==> config.mk <==
export PLATFORM = sky130hd
export DESIGN_NAME = scrambler_pair
export DESIGN_NICKNAME = d
export VERILOG_FILES = /design/src/rtl/scr_pkg.sv /design/src/rtl/scr_ctrl.sv /design/src/rtl/scr_datapath.sv /design/src/rtl/scrambler_pair.sv
export SDC_FILE = /design/constraint.sdc
export NUM_CORES = 1
export LEC_CHECK = 0
export BUFFER_PORTS_ARGS = -buffer_cell sky130_fd_sc_hd__clkbuf_2
export CAP_MARGIN = 40
export CORE_MARGIN = 2
export CORE_UTILIZATION = 35
export CTS_CLUSTER_DIAMETER = 200
export CTS_CLUSTER_SIZE = 30
export DETAILED_ROUTE_END_ITERATION = 10
export PLACE_DENSITY_LB_ADDON = 0.1
export SYNTH_ARGS = -nofsm -noshare
export SYNTH_HDL_FRONTEND = slang
export SYNTH_SLANG_ARGS = --single-unit
==> constraint.sdc <==
create_clock -name clk -period 1.05 [get_ports clk]
set_input_delay 0.105 -clock clk [delete_from_list [all_inputs] [get_ports clk]]
set_output_delay 0.105 -clock clk [all_outputs]
set_load 0.02 [all_outputs]
==> src/rtl/scr_pkg.sv <==
package scr_pkg;
  // Strobes passed from the control module to each datapath lane.
  typedef struct packed {
    logic advance;   // shift one bit this cycle
    logic loadSeed;  // replace the transmit history with the seed
    logic tapsOn;    // feedback taps enabled (low in bypass)
  } scrStrobe_t;
endpackage

==> src/rtl/scr_ctrl.sv <==
module scr_ctrl
  import scr_pkg::*;
(
  input  logic       clk,
  input  logic       rst,
  input  logic       bitEn,
  input  logic       sof,
  input  logic       bypass,
  output scrStrobe_t strobe,
  output logic       outValid
);

  always_comb begin
    strobe.advance  = bitEn & ~rst;
    strobe.loadSeed = sof & ~rst;
    strobe.tapsOn   = ~bypass;
  end

  always_ff @(posedge clk) begin
    if (rst) outValid <= 1'b0;
    else     outValid <= bitEn;
  end

  // the valid flag follows the bit strobe by one cycle
  a_r8_valid_rise: assert property (@(posedge clk) disable iff (rst)
    bitEn |=> outValid);
  a_r8_valid_fall: assert property (@(posedge clk) disable iff (rst)
    !bitEn |=> !outValid);

endmodule

==> src/rtl/scr_datapath.sv <==
module scr_datapath
  import scr_pkg::*;
#(
  parameter int REG_W      = 7,
  parameter int TAP_HI     = 7,
  parameter int TAP_LO     = 4,
  parameter bit DESCRAMBLE = 1'b0
) (
  input  logic             clk,
  input  logic             rst,
  input  scrStrobe_t       strobe,
  input  logic [REG_W-1:0] seedIn,
  input  logic             inBit,
  output logic             outBit
);

  localparam int HI_IDX = TAP_HI - 1;
  localparam int LO_IDX = TAP_LO - 1;

  logic [REG_W-1:0] histReg;
  logic [REG_W-1:0] baseHist;
  logic             feedBit;
  logic             resultBit;
  logic             shiftBit;

  generate
    if (DESCRAMBLE) begin : g_rx
      // Self-synchronizing: history is the received stream itself.
      logic unusedRxInputs;
      assign unusedRxInputs = ^{seedIn, strobe.loadSeed};
      assign baseHist = histReg;
      assign shiftBit = inBit;

      // the received bit, not the output, enters the history
      a_r5_rx_shift: assert property (@(posedge clk) disable iff (rst)
        strobe.advance |=> histReg[0] == $past(inBit));
      // the start-of-frame strobe leaves the receive history alone
      a_r10_rx_no_seed: assert property (@(posedge clk) disable iff (rst)
        !strobe.advance |=> $stable(histReg));
    end else begin : g_tx
      assign baseHist = strobe.loadSeed ? seedIn : histReg;
      assign shiftBit = resultBit;

      // a seed strobe without a bit replaces the history
      a_r3_seed_load: assert property (@(posedge clk) disable iff (rst)
        strobe.loadSeed && !strobe.advance |=> histReg == $past(seedIn));
      // zero history with zero data stays locked at zero
      a_r9_zero_lock: assert property (@(posedge clk) disable iff (rst)
        strobe.advance && !strobe.loadSeed && histReg == '0 && !inBit
        |=> histReg == '0 && !outBit);
      // the scrambled output is what enters the history
      a_r2_tx_shift: assert property (@(posedge clk) disable iff (rst)
        strobe.advance |=> histReg[0] == outBit);
    end
  endgenerate

  assign feedBit   = strobe.tapsOn & (baseHist[HI_IDX] ^ baseHist[LO_IDX]);
  assign resultBit = inBit ^ feedBit;

  always_ff @(posedge clk) begin
    if (rst) begin
      histReg <= '0;
      outBit  <= 1'b0;
    end else if (strobe.advance) begin
      histReg <= {baseHist[REG_W-2:0], shiftBit};
      outBit  <= resultBit;
    end else begin
      histReg <= baseHist;
    end
  end

  // with the taps forced off the output copies the input
  a_r6_bypass_copy: assert property (@(posedge clk) disable iff (rst)
    strobe.advance && !strobe.tapsOn |=> outBit == $past(inBit));
  // no bit strobe means the output holds
  a_r7_hold: assert property (@(posedge clk) disable iff (rst)
    !strobe.advance |=> $stable(outBit));

endmodule

==> src/rtl/scrambler_pair.sv <==
module scrambler_pair
  import scr_pkg::*;
#(
  parameter int REG_W  = 7,
  parameter int TAP_HI = 7,
  parameter int TAP_LO = 4
) (
  input  logic             clk,
  input  logic             rst,
  input  logic             bitEn,
  input  logic             sof,
  input  logic             bypass,
  input  logic [REG_W-1:0] txSeed,
  input  logic             txIn,
  input  logic             rxIn,
  output logic             txOut,
  output logic             rxOut,
  output logic             outValid
);

  scrStrobe_t strobe;

  scr_ctrl u_ctrl (
    .clk      (clk),
    .rst      (rst),
    .bitEn    (bitEn),
    .sof      (sof),
    .bypass   (bypass),
    .strobe   (strobe),
    .outValid (outValid)
  );

  scr_datapath #(
    .REG_W(REG_W), .TAP_HI(TAP_HI), .TAP_LO(TAP_LO), .DESCRAMBLE(1'b0)
  ) u_tx (
    .clk    (clk),
    .rst    (rst),
    .strobe (strobe),
    .seedIn (txSeed),
    .inBit  (txIn),
    .outBit (txOut)
  );

  scr_datapath #(
    .REG_W(REG_W), .TAP_HI(TAP_HI), .TAP_LO(TAP_LO), .DESCRAMBLE(1'b1)
  ) u_rx (
    .clk    (clk),
    .rst    (rst),
    .strobe (strobe),
    .seedIn (txSeed),
    .inBit  (rxIn),
    .outBit (rxOut)
  );

  // outputs change only in a valid cycle
  a_r8_quiet_out: assert property (@(posedge clk) disable iff (rst)
    !bitEn |=> $stable(txOut) && $stable(rxOut));

endmodule

==> run metrics <==
status complete, but fails checks; failing checks setup timing; CTS H-Tree Depth 1; Slew HR 80.97%; worst-case clock skew about 5.5 ps; slowest stage delay, CP between 300 and 400 ps; gr usage total around an eighth; sequential power share between 50% and 60%; Core Util, Final between 40% and 50%; number of core rows 17; first-pass GRT wire length approximately 2300 µm; die width roughly 50 µm; Fill cells ~220; Final Worst Setup Slack -121.1 ps; worst r2r path cells 4; WS Path Type flip-flop to flip-flop; # DRC 0; Worst-Skew Late Latency between 200 and 300 ps; Area Overhead vs Synth 25.24%; post-CTS setup buffer count 0; TritonCTS Buffers 3; overall die height slightly above 50 µm; Ys Warns 0; antenna cell count 0; CP Capture Type flip-flop; Clk pin slew, worst setup/hold paths roughly 100 ps; CP bufs+invs 0; number of global-route vias before repair around 520; startpoint class of the critical path flip-flop; Synth Cell Area between 700 and 800 µm²; unrepaired setup endpoints after global routing yes; cells after synthesis between 60 and 70; Initial Util roughly 36%; Tcrit/Tclk final 111.5%; power density cells about 1300 nW/µm²; sw frac between 20 and 30%; TritonRoute pass-1 iters 4; # IOs 17; min cycle time layout approximately 1200 ps; Detail Route Antenna Nets 0; overall power after layout between 1000 and 1500 µW; Setup Viol. Count Final 4; Hold Fails Final Rpt 0; root buffer cell clkbuf_4; synth unique cells 19; dpl hpwl about 1100 µm; drt via density 4.878; Seq/Total Area, Yosys between 40% and 50%; Finished Layout Cells between 100 and 150; clk sinks 17; Congestion Overflow GR 0; Worst path slowest cell dfxtp_2; initial antenna violation count 0; Power Internal approximately 940 µW; share of cells above drive strength 1 about 49%; #FFs+latches synth 17; largest net degree at the start of global routing 18; worst min path class input pin to flip-flop; CTS Buffer Depth 2; Final Max Slew Viols 0; Nets 102; Avg WL per Cell 12.23 µm; Crit path depth 4; post-placement cell count around 110; violation count after the first detailed-route iteration 14; setup TNS -257.9 ps; placeable core area roughly 2100 µm²; combinational power share roughly 17%; CP Cell Sequence xnor2_2 -> mux2i_2 -> and4_4 -> nor4_2; worst hold stages 3; syn avg cell area 11.72 µm²; Die ar. ~2600 µm²; max frequency 853.9 MHz; leakage power about 0.00042 µW; Max-Cap Viols 0; RD Place Congestion roughly 0.75; VDD IR max approximately 0.87 mV; IO Port Bufs 16; Critical Path RT ~1200 ps; Clock Power Share between 20 and 30%; Worst-Margin Slew 279.9 ps; vias between 500 and 600; final WL 1406 µm; CTS tree yes; CP arrival ~1400 ps; Post-Syn Nets 80; Switch Pwr 320.7 µW; crit-path leading delay family flip-flops; CP max FO 3
==> worst register-to-register path, cell delays in order (launching register included) <==
cell	delay, ps
dfxtp_2	350
xnor2_2	140
mux2i_2	260
and4_4	290
nor4_2	50
==> worst paths after layout <==
| path | start | end | slack, ps |
|---|---|---|---|
| setup / recovery | u_tx.histReg[3] | u_tx.outBit | -120 |
| hold / removal | rxIn | u_rx.baseHist[0] | 70 |
| setup reg to reg | u_tx.histReg[3] | u_tx.outBit | -120 |
| hold reg to reg | u_rx.outBit | u_rx.outBit | 500 |
==> metal layers <==
metal | GRT usage [%] | share of wire, % | vias up | routed length, µm
met1 | 16.60 | 45 | 266 | 636
met5 | 0 | 0 | - | 0
met4 | 4.054 | 0.71 | 0 | 10
met2 | 18.18 | 48 | 15 | 674
met3 | 5.263 | 6.0 | 2 | 84
li1 | - | - | 278 | -
==> final cells by class <==
cell class / count / area, µm² / area share (%)
Clock buffer: 3 / 22.52 / 2.326
Clock inverter: 1 / 5.005 / 0.5168
Inverter: 1 / 3.754 / 0.3876
Multi-Input combinational cell: 44 / 437.9 / 45.22
Sequential cell: 17 / 346.6 / 35.79
Tap cell: 28 / 35.03 / 3.618
Timing Repair Buffer: 21 / 117.6 / 12.14
==> layout by cell type, fill, tap and decap left out, drive strengths merged, types with 2 or more instances in the layout <==
cell type,netlist,final
and2b,7,7
buf,4,5
clkbuf,0,19
dfxtp,17,17
mux2i,8,8
mux4,6,6
nand2b,2,2
nor2,9,9
nor4,2,2
xnor2,3,3
==> stage by stage <==
step | hold WS [ps] | instance area, µm² | setup slack, ps
2_1_floorplan | 252.2 | 775.7 | 7.755
3_3_place_gp | 370.7 | 897.1 | -71.12
3_5_place_dp | 379.2 | 897.1 | -139.6
4_1_cts | 58.12 | 929.6 | -106.0
5_1_grt | 101.0 | 968.4 | -147.8
6_report | 74.10 | 968.4 | -121.1
==> state kept, by name, indices dropped and copies added (netlist names) <==
signal,cells
u_rx.outBit,1
u_tx.histReg,7
u_tx.outBit,1
u_rx.baseHist,7
u_ctrl.outValid,1
==> cell usage after synthesis, drive strengths merged <==
cell	count	area share [%]
dfxtp	17	44
nor2	9	4.4
mux2i	8	10
and2b	7	6.8
mux4	6	17
buf	4	3.7
xnor2	3	3.4
nand2b	2	1.6
nor4	2	1.6
a211oi	1	0.97
a21oi	1	0.65
a311oi	1	1.1
and4	1	1.1
inv	1	0.48
nor2b	1	0.81
o21ai	1	0.65
or3	1	0.81
==> power groups by stage <==
stage               clock network (µW)  registers [µW]  logic, µW
global placement                     0             708        195
detailed placement                   0             710        197
CTS                                370             696        198
floorplan                            0             715        127
finish                             349             698        214
global route                       397             703        234
==> repair_timing <==
| action | 4_1_cts | 5_1_grt |
|---|---|---|
| hold buffers | 0 | 0 |
| pin swaps | 3 | 5 |
| gates resized for setup | 4 | 8 |
| cloned | 0 | 0 |
| endpoints found under the setup margin | 4 | 8 |
==> cell families (layout without fill, tap and decap cells) <==
logic type,count (synthesis),in the layout,synth area share (%)
XOR/XNOR,3,3,3.399
flip-flops,17,17,44.01
multiplexers,14,14,27.83
buffers and inverters,5,26,4.207
AO/OA/AOI/OAI,4,4,3.397
AND/OR/NAND/NOR,23,23,17.15
Note: power is estimated with default switching activity, not from simulation.
